## config.mk

```make
export PLATFORM = sky130hd
export DESIGN_NAME = wdog_twostage
export DESIGN_NICKNAME = d
export VERILOG_FILES = /design/src/rtl/wdog_pkg.sv /design/src/rtl/wdog_bus.sv /design/src/rtl/wdog_cfg.sv /design/src/rtl/wdog_core.sv /design/src/rtl/wdog_twostage.sv
export SDC_FILE = /design/constraint.sdc
export NUM_CORES = 1
export LEC_CHECK = 0
export BUFFER_PORTS_ARGS = -buffer_cell sky130_fd_sc_hd__buf_2
export CORE_MARGIN = 3
export CORE_UTILIZATION = 35
export CTS_CLUSTER_SIZE = 28
export DETAILED_ROUTE_END_ITERATION = 7
export GPL_ROUTABILITY_DRIVEN = 0
export PLACE_DENSITY = 0.53
export SKIP_CTS_REPAIR_TIMING = 1
export SYNTH_ARGS = -nofsm -noshare
export SYNTH_HDL_FRONTEND = slang
export SYNTH_SLANG_ARGS = --single-unit
```

## constraint.sdc

```tcl
create_clock -name clk -period 2.51 [get_ports clk]
set_input_delay 0.251 -clock clk [delete_from_list [all_inputs] [get_ports clk]]
set_output_delay 0.251 -clock clk [all_outputs]
set_load 0.01 [all_outputs]
```

## src/rtl/wdog_pkg.sv

```systemverilog
package wdog_pkg;

   localparam int CTRL_W = 2;

   localparam logic [11:0] OFS_LOAD  = 12'h000;
   localparam logic [11:0] OFS_VALUE = 12'h004;
   localparam logic [11:0] OFS_CTRL  = 12'h008;
   localparam logic [11:0] OFS_ICLR  = 12'h00C;
   localparam logic [11:0] OFS_RIS   = 12'h010;
   localparam logic [11:0] OFS_MIS   = 12'h014;
   localparam logic [11:0] OFS_LOCK  = 12'hC00;

   typedef enum logic [2:0] {
      SEL_LOAD,
      SEL_VALUE,
      SEL_CTRL,
      SEL_ICLR,
      SEL_RIS,
      SEL_MIS,
      SEL_LOCK,
      SEL_NONE
   } wdog_sel_e;

   function automatic wdog_sel_e wdog_decode(input logic [11:0] ofs, input logic hi_zero);
      wdog_sel_e s;
      s = SEL_NONE;
      if (hi_zero) begin
         case (ofs)
            OFS_LOAD:  s = SEL_LOAD;
            OFS_VALUE: s = SEL_VALUE;
            OFS_CTRL:  s = SEL_CTRL;
            OFS_ICLR:  s = SEL_ICLR;
            OFS_RIS:   s = SEL_RIS;
            OFS_MIS:   s = SEL_MIS;
            OFS_LOCK:  s = SEL_LOCK;
            default:   s = SEL_NONE;
         endcase
      end
      return s;
   endfunction

endpackage

```

## src/rtl/wdog_bus.sv

```systemverilog
module wdog_bus
   import wdog_pkg::*;
#(
   parameter int                DATA_W     = 32,
   parameter int                ADDR_W     = 12,
   parameter logic [DATA_W-1:0] UNLOCK_KEY = DATA_W'(32'h1ACCE551)
) (
   input  logic              clk,
   input  logic              rst_n,
   input  logic              psel,
   input  logic              penable,
   input  logic              pwrite,
   input  logic [ADDR_W-1:0] paddr,
   input  logic [DATA_W-1:0] pwdata,
   output wdog_sel_e         sel,
   output logic              wr_any,
   output logic              locked,
   output logic              load_we,
   output logic              ctrl_we,
   output logic              clr_we
);

   logic hi_zero;
   logic open_wr;

   generate
      if (ADDR_W > 12) begin : g_wide_addr
         assign hi_zero = ~|paddr[ADDR_W-1:12];
      end else begin : g_exact_addr
         assign hi_zero = 1'b1;
      end
   endgenerate

   assign sel     = wdog_decode(paddr[11:0], hi_zero);
   assign wr_any  = psel & penable & pwrite;
   assign open_wr = wr_any & ~locked;

   assign load_we = open_wr & (sel == SEL_LOAD);
   assign ctrl_we = open_wr & (sel == SEL_CTRL);
   assign clr_we  = open_wr & (sel == SEL_ICLR);

   always_ff @(posedge clk or negedge rst_n) begin
      if (!rst_n) begin
         locked <= 1'b0;
      end else if (wr_any && sel == SEL_LOCK) begin
         locked <= (pwdata != UNLOCK_KEY);
      end
   end

endmodule

```

## src/rtl/wdog_cfg.sv

```systemverilog
module wdog_cfg
   import wdog_pkg::*;
#(
   parameter int DATA_W = 32,
   parameter int CNT_W  = 32
) (
   input  logic              clk,
   input  logic              rst_n,
   input  logic              load_we,
   input  logic              ctrl_we,
   input  logic [DATA_W-1:0] wdata,
   output logic [CNT_W-1:0]  load_q,
   output logic [CTRL_W-1:0] ctrl_q
);

   localparam logic [CNT_W-1:0] LOAD_INIT = '1;

   always_ff @(posedge clk or negedge rst_n) begin
      if (!rst_n) begin
         load_q <= LOAD_INIT;
      end else if (load_we) begin
         load_q <= wdata[CNT_W-1:0];
      end
   end

   always_ff @(posedge clk or negedge rst_n) begin
      if (!rst_n) begin
         ctrl_q <= '0;
      end else if (ctrl_we) begin
         ctrl_q <= wdata[CTRL_W-1:0];
      end
   end

endmodule

```

## src/rtl/wdog_core.sv

```systemverilog
module wdog_core #(
   parameter int CNT_W = 32
) (
   input  logic             clk,
   input  logic             rst_n,
   input  logic             tick,
   input  logic             cnt_en,
   input  logic             rst_en,
   input  logic             load_we,
   input  logic             clr_we,
   input  logic [CNT_W-1:0] load_wdata,
   input  logic [CNT_W-1:0] load_q,
   output logic [CNT_W-1:0] cnt_q,
   output logic             flag_q,
   output logic             sys_rst_q,
   output logic             irq
);

   localparam logic [CNT_W-1:0] CNT_INIT = '1;
   localparam logic [CNT_W-1:0] CNT_ONE  = CNT_W'(1);

   logic bus_reload;
   logic step;
   logic at_zero;
   logic expire;

   assign bus_reload = load_we | clr_we;
   assign step       = cnt_en & tick & ~bus_reload;
   assign at_zero    = (cnt_q == '0);
   assign expire     = step & at_zero;

   always_ff @(posedge clk or negedge rst_n) begin
      if (!rst_n) begin
         cnt_q <= CNT_INIT;
      end else if (load_we) begin
         cnt_q <= load_wdata;
      end else if (clr_we) begin
         cnt_q <= load_q;
      end else if (step) begin
         cnt_q <= at_zero ? load_q : (cnt_q - CNT_ONE);
      end
   end

   always_ff @(posedge clk or negedge rst_n) begin
      if (!rst_n) begin
         flag_q <= 1'b0;
      end else if (clr_we) begin
         flag_q <= 1'b0;
      end else if (expire) begin
         flag_q <= 1'b1;
      end
   end

   always_ff @(posedge clk or negedge rst_n) begin
      if (!rst_n) begin
         sys_rst_q <= 1'b0;
      end else if (expire && flag_q && rst_en) begin
         sys_rst_q <= 1'b1;
      end
   end

   assign irq = flag_q & cnt_en;

endmodule

```

## src/rtl/wdog_twostage.sv

```systemverilog
module wdog_twostage
   import wdog_pkg::*;
#(
   parameter int                DATA_W     = 32,
   parameter int                ADDR_W     = 12,
   parameter int                CNT_W      = 32,
   parameter logic [DATA_W-1:0] UNLOCK_KEY = DATA_W'(32'h1ACCE551)
) (
   input  logic              clk,
   input  logic              rst_n,
   input  logic              psel,
   input  logic              penable,
   input  logic              pwrite,
   input  logic [ADDR_W-1:0] paddr,
   input  logic [DATA_W-1:0] pwdata,
   output logic [DATA_W-1:0] prdata,
   input  logic              tick,
   output logic              irq,
   output logic              sys_rst
);

   generate
      if (ADDR_W < 12) begin : g_chk_addr
         $error("wdog_twostage: ADDR_W must cover offset 0xC00");
      end
      if (CNT_W < 2 || CNT_W > DATA_W) begin : g_chk_cnt
         $error("wdog_twostage: CNT_W must lie in 2..DATA_W");
      end
      if (DATA_W < CTRL_W) begin : g_chk_data
         $error("wdog_twostage: DATA_W too narrow for control");
      end
   endgenerate

   wdog_sel_e          sel;
   logic               wr_any;
   logic               locked;
   logic               load_we;
   logic               ctrl_we;
   logic               clr_we;
   logic [CNT_W-1:0]   load_q;
   logic [CTRL_W-1:0]  ctrl_q;
   logic [CNT_W-1:0]   cnt_q;
   logic               flag_q;
   logic               sys_rst_q;
   logic               irq_w;
   logic [DATA_W-1:0]  cnt_ext;
   logic [DATA_W-1:0]  load_ext;

   wdog_bus #(
      .DATA_W     (DATA_W),
      .ADDR_W     (ADDR_W),
      .UNLOCK_KEY (UNLOCK_KEY)
   ) u_bus (
      .clk     (clk),
      .rst_n   (rst_n),
      .psel    (psel),
      .penable (penable),
      .pwrite  (pwrite),
      .paddr   (paddr),
      .pwdata  (pwdata),
      .sel     (sel),
      .wr_any  (wr_any),
      .locked  (locked),
      .load_we (load_we),
      .ctrl_we (ctrl_we),
      .clr_we  (clr_we)
   );

   wdog_cfg #(
      .DATA_W (DATA_W),
      .CNT_W  (CNT_W)
   ) u_cfg (
      .clk     (clk),
      .rst_n   (rst_n),
      .load_we (load_we),
      .ctrl_we (ctrl_we),
      .wdata   (pwdata),
      .load_q  (load_q),
      .ctrl_q  (ctrl_q)
   );

   wdog_core #(
      .CNT_W (CNT_W)
   ) u_core (
      .clk        (clk),
      .rst_n      (rst_n),
      .tick       (tick),
      .cnt_en     (ctrl_q[0]),
      .rst_en     (ctrl_q[1]),
      .load_we    (load_we),
      .clr_we     (clr_we),
      .load_wdata (pwdata[CNT_W-1:0]),
      .load_q     (load_q),
      .cnt_q      (cnt_q),
      .flag_q     (flag_q),
      .sys_rst_q  (sys_rst_q),
      .irq        (irq_w)
   );

   generate
      if (CNT_W == DATA_W) begin : g_full_cnt
         assign cnt_ext  = cnt_q;
         assign load_ext = load_q;
      end else begin : g_pad_cnt
         assign cnt_ext  = {{(DATA_W-CNT_W){1'b0}}, cnt_q};
         assign load_ext = {{(DATA_W-CNT_W){1'b0}}, load_q};
      end
   endgenerate

   always_comb begin
      prdata = '0;
      case (sel)
         SEL_LOAD:  prdata = load_ext;
         SEL_VALUE: prdata = cnt_ext;
         SEL_CTRL:  prdata[CTRL_W-1:0] = ctrl_q;
         SEL_RIS:   prdata[0] = flag_q;
         SEL_MIS:   prdata[0] = irq_w;
         SEL_LOCK:  prdata[0] = locked;
         default:   prdata = '0;
      endcase
   end

   assign irq     = irq_w;
   assign sys_rst = sys_rst_q;

endmodule

```

==> run summary, run 1 <==
The total via count in the routed design came out at 5451. Global routing consumed, on the met2 layer, 37.8% of the routing resources. The number of register bits inferred by synthesis is 69.

At the pin with the least slew margin, the transition time is 0.534 ns. The number of nets still failing antenna checks after routing is 0. The number of design rule violations left after detail routing came out at 0.

The site row count came out at 42. The synthesized area per cell came out at 7.83 sq um. For this run the aggregate overflow at the end of global routing stands at 0. The worst setup path is launched from a flop. Buffers inserted during clock tree synthesis total 9. Setup repair after global routing could not meet its margin everywhere. The number of synthesized flops with an enable pin came out at 0. The total number of H-tree levels is 3.

The met3 track demand over resource in global routing came out at 4.95%. The final critical-path required period is 2.46 ns. Among all flip-flop cells after synthesis, the most frequent one is dfstp_2. The clock reaches the later pin of the worst-skew pair after 0.34 ns.

The ratio of cells with drive above 1 in the final layout is 34.9%. The final number of setup-violating endpoints came out at 0. The cell count after synthesis is 622. For this design the static power due to leakage is 2.59 nW. The global-route total usage across every layer came out at 24.2%. The layer flagged by global routing as most heavily used is met2. The critical path goes through or4_4 -> or3_4 -> nor4_4 -> buf_4 -> o21ai_4 -> a21oi_4 -> buf_6 -> a211o_1.

The max-slew violation count came out at 0. The largest voltage drop on the vdd net came out at 0.352 mV. The initial antenna violation count came out at 0. The count of final hold-check violations came out at 0.

The height of the die came out at 124 um. Sorting the synthesized cells by how often they occur yields nand2_1, dfstp_2, a21oi_1, clkbuf_1, nor2_1. The critical path required time came out at 2.80 ns. On the final layout, the worst clock skew is 0.00626 ns. Counting distinct cell types in the post-synthesis netlist gives 62.

The worst setup path is of the reg2reg kind. The worst path arrival time came out at 2.75 ns. Of the synthesized area, sequential elements account for 37.1%. In the synthesized netlist the async set-or-reset flop fraction comes to 100%. The register clock-pin slew on the reported worst setup and hold paths came out at 0.06 ns. The overall die width came out at 124 um. The initial utilization of the core area, before any placement, comes to 36.3%. The cell with the largest stage delay on the worst path is or4_4.

84 I/O pins were placed. Using the TritonRoute via totals, the vias-per-cell ratio works out to 5.86. Yosys printed 0 warnings. The final core utilization is 47.6%. The top cell type's share of synthesized area came out at 34.6%. Headroom to the max-slew limit came out at 64.4%. The post-detailed-placement half-perimeter wirelength came out at 13200 um. The global-route met1 utilization is 34.1%. The floorplan step defined a die boundary enclosing 15400 sq um. The maximum fanout count along the critical path is 7.

TritonCTS built the clock tree. The core box area is 13400 sq um. In this design, the stage delay of the slowest critical-path cell is 0.54 ns. The share of the clock period used by the worst path after layout is 98.1%.

Dividing the detail-routed wire length by the instance count gives 19.5 um. The buffer depth of the longest clock path came out at 2. The wire length of the first global-routing pass is 28600 um. The number of nets in the synthesized netlist is 674. The total length of routed wires came out at 18100 um. Input and output buffers added on the ports amount to 83. CTS placed an instance of clkbuf_16 at the clock tree root. The number of sinks on the clock net came out at 69. The mapped netlist covers 4870 sq um. By instance count, the leading cell after synthesis is nand2_1.

STA classifies the critical path endpoint as a flop. The initial DRC count is 454. In this run the worst hold path is classified as in2reg.

The count of antenna diodes in the layout is 0. The via count of the first global-routing pass is 5241. The max-capacitance violation count came out at 0. The total power density per cell area came out at 407 nW/um^2. The run finished with clean final reports. The synthesis-to-layout area growth came out at 31.0%. The number of optimization iterations in the first detailed-route pass is 5. The maximum clock frequency came out at 406 MHz. The worst hold slack came out at 0.117 ns. The number of nets in the layout is 801. dfstp_2 takes more of the synthesized area than any other cell.

After synthesis, the cell types taking the most area are dfstp_2, nand2_1, a21oi_1, nand4_1, o21ai_0. The pin count of the biggest net entering global routing is 70.
cells by family after synthesis:
family / synth area share [%]
buffers and inverters: 4.55
multiplexers: 0.668
flip-flops: 37.1
adder cells (fa/ha/maj): 0.514
AND/OR/NAND/NOR: 32.4
XOR/XNOR: 0.720
AO/OA/AOI/OAI: 24.1
cells in the final DEF (no fill, tap or decap), types with 10 or more instances in the layout:
cell type  count
a211o_1       13
a21oi_1       48
buf_2         83
buf_4         64
dfstp_2       64
nand2_1      174
nand4_1       23
nor2_1        29
nor3_1        19
nor4_1        12
o21ai_0       27
o21ai_1       12
o2bb2ai_1     12
o31ai_1       13
or4_1         10
worst max-delay path: cells and delay by family (launching register included):
kind	cells	cell delay [ns]
AOI/OAI and AO/OA	3	0.40
buffers and inverters	2	0.37
DFF	1	0.37
and+or+nand+nor	3	1.25
flip-flops by register name (all words and copies together) (netlist names):
register	flops
u_cfg.load_q	32
u_core.cnt_q	32
u_cfg.ctrl_q	2
u_bus.locked	1
u_core.flag_q	1
u_core.sys_rst_q	1
final timing paths:
kind                                              start  cells past startpoint  slack, ns                           end
min in group asynchronous                         rst_n                      3       0.50   u_cfg.ctrl_q[0]$_DFFE_PN0P_
min                                           pwdata[4]                      3       0.12   u_cfg.load_q[4]$_DFFE_PN1P_
max in group asynchronous                         rst_n                      3       1.69  u_cfg.load_q[21]$_DFFE_PN1P_
max                        u_core.cnt_q[15]$_DFFE_PN1P_                      8       0.05  u_core.cnt_q[16]$_DFFE_PN1P_
min reg2reg                u_cfg.load_q[25]$_DFFE_PN1P_                      2       0.46  u_cfg.load_q[25]$_DFFE_PN1P_
max reg2reg                u_core.cnt_q[15]$_DFFE_PN1P_                      8       0.05  u_core.cnt_q[16]$_DFFE_PN1P_
power breakdown:
| part | internal [mW] | switching, mW | total [mW] | leakage (nW) |
|---|---|---|---|---|
| clock network | 0.849 | 0.484 | 1.33 | 0.152 |
| logic | 0.0557 | 0.0852 | 0.141 | 1.70 |
| registers | 1.12 | 0.00290 | 1.12 | 0.733 |
| total | 2.03 | 0.572 | 2.60 | 2.59 |
final cells by class:
type,instances,area (sq um)
inverter,6,22.5
multi-input combinational,505,2930
tap,176,220
clock inverter,3,42.5
sequential,69,1810
fill,1337,7020
timing repair buffer,158,1080
clock buffer,13,270
per-stage QoR:
step | setup slack (ns) | power [mW] | cells | TNS (ns) | area [sq um]
floorplan | -0.131 | 1.17 | 622 | -2.60 | 4910
global placement | 0.0380 | 1.28 | 909 | 0 | 5970
detailed placement | 0.0175 | 1.28 | 909 | 0 | 5970
CTS | 0.0244 | 2.63 | 925 | 0 | 6290
global route | -0.0322 | 2.69 | 930 | -0.194 | 6380
finish | 0.0478 | 2.60 | 930 | 0 | 6380
metal layers:
| metal | vias up | routed length (um) |
|---|---|---|
| met4 | 0 | 343 |
| met5 | - | 0 |
| li1 | 2559 | - |
| met1 | 2646 | 8290 |
| met2 | 220 | 8360 |
| met3 | 26 | 1160 |
(Power assumes the default switching activity.)
==> run 2: changes to the inputs <==
--- a/config.mk
+++ b/config.mk
@@ -6,6 +6,7 @@
 export NUM_CORES = 1
 export LEC_CHECK = 0
 export BUFFER_PORTS_ARGS = -buffer_cell sky130_fd_sc_hd__buf_2
+export CORE_ASPECT_RATIO = 1.4
 export CORE_MARGIN = 3
 export CORE_UTILIZATION = 35
 export CTS_CLUSTER_SIZE = 28
==> run 2 against run 1 <==
  * Combinational power about the same
  * Setup slack worse by 0.027 ns
  * Design area down 0.75%
  * Sequential share of layout area up 0.21 points
  * Largest cell class unchanged
==> run summary, run 2 (synthesized netlist as in run 1, its figures left out) <==
The flow ran to the end, and the final reports show no timing, DRC or antenna violations. The sum of negative setup slack is 0 ns (unchanged). The site row count is 50 (+19%). The number of top-level pins came out at 84 (unchanged). The register clock-pin slew on the reported worst setup and hold paths came out at 0.06 ns (about the same). The critical path class is reg2reg. The standby leakage power came to 2.58 nW (about the same). The critical path required time came out at 2.77 ns (-0.03 ns). The placed cell count came out at 919 (+1.1%).

The ratio of cells with drive above 1 in the final layout is 34.8% (-0.052 points). The clock buffer count from CTS came out at 9 (unchanged). The die area is 15400 sq um (+0.13%). The number of nets in the layout is 806 (+0.62%).

The number of nets still failing antenna checks after routing is 0 (unchanged). The synthesis-to-layout area growth came out at 30.0%. The share of total power in sequential cells is 46.7% (+3.4 points). The max-capacitance violation count came out at 0 (unchanged). The number of optimization iterations in the first detailed-route pass is 5 (unchanged). The wire length of the first global-routing pass came out at 29800 um (+4.0%). The maximum clock skew at final layout was 0.00530 ns (-0.000967 ns). The average via count per standard cell was 5.73 (-2.3%).

The effective utilization at floorplan came out at 36.0% (-0.30 points). The worst path arrival time is 2.75 ns (about the same). The min-delay analysis places its worst path in the category in2reg.

The final critical-path required period came to 2.49 ns (+0.0266 ns). The maximum fanout count along the critical path came out at 6 (-1). The largest registers in the layout are u_cfg.load_q (32), u_core.cnt_q (32), u_cfg.ctrl_q (2).

The total power came out at 2.41 mW (-7.3%). The max-slew violation count was 0 (unchanged). The height of the die is 146 um (+17%). In this run the clock root is driven by a clkbuf_16. The actual slew at the worst max-slew pin is 0.643 ns (+0.109 ns). The routed length per placed instance came out at 19.7 um (+0.88%). The number of sinks on the clock net was 69 (unchanged). Setup repair after global routing could not meet its margin everywhere. The clock network latency to the later pin of the worst-skew pair came out at 0.34 ns (about the same). The overall die width was 106 um (-15%). The total power density per cell area was 380 nW/um^2 (-6.6%). The reported net switching power is 0.572 mW (about the same). The share of total power in the clock network came out at 47.4% (-3.9 points).

The library cells used most frequently in the layout, excluding fill and tap cells, are nand2_1, buf_2, buf_4. The final number of setup-violating endpoints is 0 (unchanged). The setup slack at placement came out at -0.0887 ns (-0.106 ns). The total of buffers placed on input and output ports is 83 (unchanged). The pin count of the biggest net entering global routing is 37 (-47%).

The switching part of the total power came out at 23.8% (+1.7 points). The initial antenna violation count came out at 0 (unchanged). The number of design rule violations left after detail routing is 0 (unchanged). The core box area is 13500 sq um (+0.84%). The via count of the first global-routing pass came out at 5523 (+5.4%). The worst hold slack came out at 0.118 ns (+0.00166 ns). The total length of routed wires came out at 18500 um (+2.0%).

The initial DRC count came out at 309 (-32%). The worst setup path is launched from a flop. The total number of H-tree levels came out at 3 (unchanged). The largest voltage drop on the vdd net was 0.240 mV (-32%). The worst setup margin was 0.0212 ns (-0.0266 ns).

The worst setup path is captured at a flop. TritonCTS built the clock tree. The cell internal power dissipation is 1.84 mW (-9.4%). The count of final hold-check violations is 0 (unchanged). The total via count in the routed design is 5382 (-1.3%). The count of placed standard cells in the final layout, fillers left out is 940 (+1.1%).

The post-detailed-placement half-perimeter wirelength is 13700 um (+3.8%). The filler cell count in the final layout came out at 1438 (+7.6%). The max-slew headroom at the worst pin came out at 57.1% (-7.3 points). The combinational group share of total power came out at 5.9% (+0.5 points). The share of the clock period used by the worst path after layout is 99.2% (+1.1 points).

Leaving out fill and tap cells, the most frequent cell in the layout is nand2_1. The buffer depth of the longest clock path came out at 2 (unchanged). The count of antenna diodes in the layout came out at 0 (unchanged). The final global-route overflow total is 0 (unchanged).

The maximum clock frequency came out at 402 MHz (-1.1%). The global-route total usage across every layer came out at 24.0% (-0.14 points).
==> run 2: cell types whose count changed in the layout (fill, tap and decap cells not counted), moves of 3 or more <==
cell	delta
clkinv_2	+3
clkbuf_8	-3
nand3_2	-4
nand3_1	+4
buf_4	+7
==> run 2: final cells by class <==
type | count | area, sq um | area share (%)
Clock buffer | 10 | 229 | 3.62
Sequential cell | 69 | 1810 | 28.5
Clock inverter | 5 | 28.8 | 0.455
Inverter | 6 | 22.5 | 0.356
Timing Repair Buffer | 163 | 1100 | 17.4
Multi-Input combinational cell | 505 | 2910 | 46.0
Tap cell | 182 | 228 | 3.60
==> run 2: layer usage <==
layer | vias up | global-route usage (%) | share of wire [%]
met3 | 32 | 3.20 | 4.2
met4 | 0 | 7.91 | 2.1
met2 | 153 | 42.1 | 51
li1 | 2567 | - | -
met1 | 2630 | 30.3 | 43
met5 | - | 0 | 0
==> run 2: power groups by stage <==
stage / Combinational, mW / Sequential (mW) / Clock, mW
after floorplan: 0.0332 / 1.14 / 0
after global placement: 0.138 / 1.14 / 0
after global routing: 0.155 / 1.12 / 1.22
after detailed placement: 0.139 / 1.14 / 0
final: 0.142 / 1.12 / 1.14
after CTS: 0.140 / 1.12 / 1.17
==> run 2: path summary, 6_finish.rpt <==
kind / start / to / slack, ns / cells after the start
setup / recovery: u_core.cnt_q[15]$_DFFE_PN1P_ / u_core.cnt_q[26]$_DFFE_PN1P_ / 0.02 / 6
hold / removal: pwdata[2] / u_cfg.load_q[2]$_DFFE_PN1P_ / 0.12 / 3
setup reg to reg: u_core.cnt_q[15]$_DFFE_PN1P_ / u_core.cnt_q[26]$_DFFE_PN1P_ / 0.02 / 6
hold reg to reg: u_cfg.load_q[30]$_DFFE_PN1P_ / u_cfg.load_q[30]$_DFFE_PN1P_ / 0.46 / 2
max in group asynchronous: rst_n / u_cfg.load_q[19]$_DFFE_PN1P_ / 1.37 / 3
min in group asynchronous: rst_n / u_cfg.ctrl_q[0]$_DFFE_PN0P_ / 0.45 / 2
==> run 2: stage by stage <==
stage | utilization (%) | instance area (sq um)
after detailed placement | 44.4 | 6000
after floorplan | - | 4910
after global routing | 46.8 | 6330
after global placement | 44.4 | 6000
final | 46.8 | 6330
after CTS | 46.3 | 6260
==> run 2: worst max-delay path: stages, from the launching register on <==
cell	delay (ns)
dfstp_2	0.36
or4_4	0.53
or3_4	0.40
o41ai_4	0.38
nor3_1	0.12
a221o_1	0.31
a221o_1	0.30
==> run 3: changes to the inputs <==
--- a/config.mk
+++ b/config.mk
@@ -9,10 +9,13 @@
 export CORE_ASPECT_RATIO = 1.4
 export CORE_MARGIN = 3
 export CORE_UTILIZATION = 35
+export CTS_BUF_LIST = sky130_fd_sc_hd__clkbuf_8 sky130_fd_sc_hd__clkbuf_16
 export CTS_CLUSTER_SIZE = 28
 export DETAILED_ROUTE_END_ITERATION = 7
 export GPL_ROUTABILITY_DRIVEN = 0
 export PLACE_DENSITY = 0.53
+export RECOVER_POWER = 50
+export SETUP_SLACK_MARGIN = 0.15
 export SKIP_CTS_REPAIR_TIMING = 1
 export SYNTH_ARGS = -nofsm -noshare
 export SYNTH_HDL_FRONTEND = slang
==> run 3 against run 2 <==
  * The flow now finishes with violations (max-capacitance violations, max-slew violations)
  * Die area did not move
  * Fmax rose by 1.1%
  * Worst hold slack improved by 0.0078 ns
  * Sequential share of layout area shrank 0.12 points
  * Register-to-register slack improved by 0.03 ns
  * Design area is 0.44% higher
  * Clock skew up 0.0048 ns
  * Via count increased by 1.6%
  * Count of clock-buffer cells in the layout increased by 1
  * Largest cell class unchanged
==> run summary, run 3 (synthesized netlist as in run 1, its figures left out) <==
The run finished, with violations left. The checks that failed: max-capacitance violations, max-slew violations. The sum of routed wire segments on met1 came out at 7910 um (-0.57%). The largest individual stage delay along the critical path comes from the cell or4_4.

The effective utilization at floorplan was 36.0% (unchanged). The largest registers in the layout are u_cfg.load_q (32), u_core.cnt_q (32), u_cfg.ctrl_q (2). The maximum clock frequency is 406 MHz (+1.1%). The count of placed standard cells in the final layout, fillers left out is 931 (-0.96%).

The share of the clock period used by the worst path after layout came out at 98.1% (-1.0 points). The filler cell count in the final layout is 1397 (-2.9%). The total power density per cell area is 401 nW/um^2 (+5.3%).

Walking the worst path, the cells encountered are or4_4 -> or3_4 -> o41ai_4 -> nor3_1 -> a221o_1 -> a221o_1. The via count of the first global-routing pass is 5343 (-3.3%). The pin count of the biggest net entering global routing came out at 70 (+89%). The height of the die is 146 um (unchanged).

The standby leakage power is 2.56 nW (-0.88%). The count of final hold-check violations is 0 (unchanged). The wire length of the first global-routing pass came to 29100 um (-2.3%). The post-detailed-placement half-perimeter wirelength is 13100 um (-4.3%). The total length of routed wires was 18500 um (about the same). The clock buffer count from CTS is 9 (unchanged). The largest stage delay on the critical path came out at 0.53 ns (about the same). The final global-route overflow total came out at 0 (unchanged). The number of nets still failing antenna checks after routing is 0 (unchanged). The number of top-level pins was 84 (unchanged). The top cell types in the final layout, fill and taps aside, are nand2_1, buf_2, dfstp_2. Setup repair after global routing could not meet its margin everywhere. The core box area is 13500 sq um (unchanged). The worst path arrival time is 2.72 ns (-0.03 ns).

The initial DRC count was 453 (+47%). The count of antenna diodes in the layout came out at 0 (unchanged). The final critical-path required period is 2.46 ns (-0.0260 ns). Leaving out fill and tap cells, the most frequent cell in the layout is nand2_1.

The total of buffers placed on input and output ports is 83 (unchanged). The maximum fanout count along the critical path is 5 (-1). The final core utilization is 47.0% (+0.20 points). The final number of setup-violating endpoints is 0 (unchanged). The actual slew at the worst max-slew pin was 1.79 ns (+1.15 ns). The path class of the tightest hold or removal check is in2reg. The placed cell count is 909 (-1.1%). From synthesis to final layout, the design area changed by 30.6%. The number of nets in the layout came out at 798 (-0.99%). The overall die width is 106 um (unchanged). The max-slew violation count came out at 70 (+70). The detailed router used layers up to and including met4. The critical path required time came out at 2.77 ns (about the same). The number of cells on the worst reg-to-reg path is 6 (unchanged). The routed length on met3 came out at 889 um (+14%). The total number of H-tree levels came out at 3 (unchanged). The routed length per placed instance came out at 19.9 um (+1.1%). The initial antenna violation count is 0 (unchanged).

The global-route total usage across every layer is 23.4% (-0.58 points). The number of optimization iterations in the first detailed-route pass was 5 (unchanged). The max-capacitance violation count is 1 (+1).

STA classifies the critical path startpoint as a flop. The CTS tree is yes. The clock network latency to the later pin of the worst-skew pair is 0.34 ns (about the same). The register clock-pin slew on the reported worst setup and hold paths is 0.06 ns (about the same).

The number of design rule violations left after detail routing is 0 (unchanged). The maximum clock skew at final layout came to 0.0101 ns (+0.00482 ns). The tree is rooted in a clkbuf_16.

The largest voltage drop on the vdd net came out at 0.282 mV (+17%). The die area is 15400 sq um (unchanged). The critical path is of the reg2reg type.

The ratio of cells with drive above 1 in the final layout came out at 35.2% (+0.42 points). The total via count in the routed design is 5468 (+1.6%). Counting stages on the worst path, the most repeated cell is a221o_1. The number of sinks on the clock net was 69 (unchanged).

The site row count came out at 50 (unchanged). STA classifies the critical path endpoint as a flop. The worst hold path cell count is 3 (unchanged). The detailed-routed wire length on met2 was 9210 um (-1.7%). The buffer depth of the longest clock path came out at 2 (unchanged). The max-slew headroom at the worst pin came to -19.6% (-77 points). The average via count per standard cell came out at 5.87 (+2.6%).
==> run 3: changes by cell type in the layout (fill, tap and decap cells not counted), moves of 4 or more <==
cell / previous run / this run
nand3_2: 0 / 4
buf_12: 6 / 2
buf_6: 2 / 6
buf_4: 71 / 59
nand3_1: 10 / 6
==> run 3: worst paths after layout <==
path	slack (ns)	endpoint	start
worst min-delay path	0.13	u_cfg.load_q[10]$_DFFE_PN1P_	pwdata[10]
worst max register to register	0.05	u_core.cnt_q[26]$_DFFE_PN1P_	u_core.cnt_q[15]$_DFFE_PN1P_
max in group asynchronous	0.44	u_bus.locked$_DFFE_PN0P_	rst_n
worst max-delay path	0.05	u_core.cnt_q[26]$_DFFE_PN1P_	u_core.cnt_q[15]$_DFFE_PN1P_
min in group asynchronous	1.02	u_cfg.ctrl_q[1]$_DFFE_PN0P_	rst_n
worst min register to register	0.47	u_cfg.load_q[26]$_DFFE_PN1P_	u_cfg.load_q[26]$_DFFE_PN1P_
==> run 3: final cells by class <==
cell class / count / area (sq um) / share of cell area [%]
clock buffer: 11 / 253 / 3.98
clock inverter: 3 / 38.8 / 0.610
inverter: 6 / 22.5 / 0.354
multi-input combinational: 505 / 3000 / 47.1
sequential: 69 / 1810 / 28.4
tap: 182 / 228 / 3.58
timing repair buffer: 155 / 1010 / 15.9
==> run 3: stage by stage <==
step / hold slack [ns] / TNS [ns] / power, mW / setup slack (ns) / cell area [sq um]
global route: 0.129 / -0.00606 / 2.62 / -0.00606 / 6360
CTS: -0.0321 / 0 / 2.56 / 0.0385 / 6190
detailed placement: 0.315 / -0.0727 / 1.28 / -0.0727 / 5900
global placement: 0.314 / -0.0503 / 1.27 / -0.0503 / 5900
finish: 0.126 / 0 / 2.55 / 0.0472 / 6360
floorplan: -0.0446 / -2.56 / 1.17 / -0.130 / 4910
==> run 3: worst max-delay path: cells and delay by family (launching register included) <==
kind | cells | cell delay, ns
and+or+nand+nor | 3 | 1.05
DFF | 1 | 0.37
AOI/OAI and AO/OA | 3 | 0.98
==> run 3: power by group <==
group | switching [mW] | leakage, nW | internal [mW]
combinational | 0.0848 | 1.68 | 0.0522
sequential | 0.00274 | 0.733 | 1.12
clock | 0.479 | 0.149 | 0.807
total | 0.566 | 2.56 | 1.98
==> run 3: per-layer routing <==
layer / GRT usage [%] / up-vias
li1: - / 2537
met1: 31.1 / 2696
met2: 39.3 / 200
met3: 2.62 / 35
met4: 8.55 / 0
met5: 0 / -
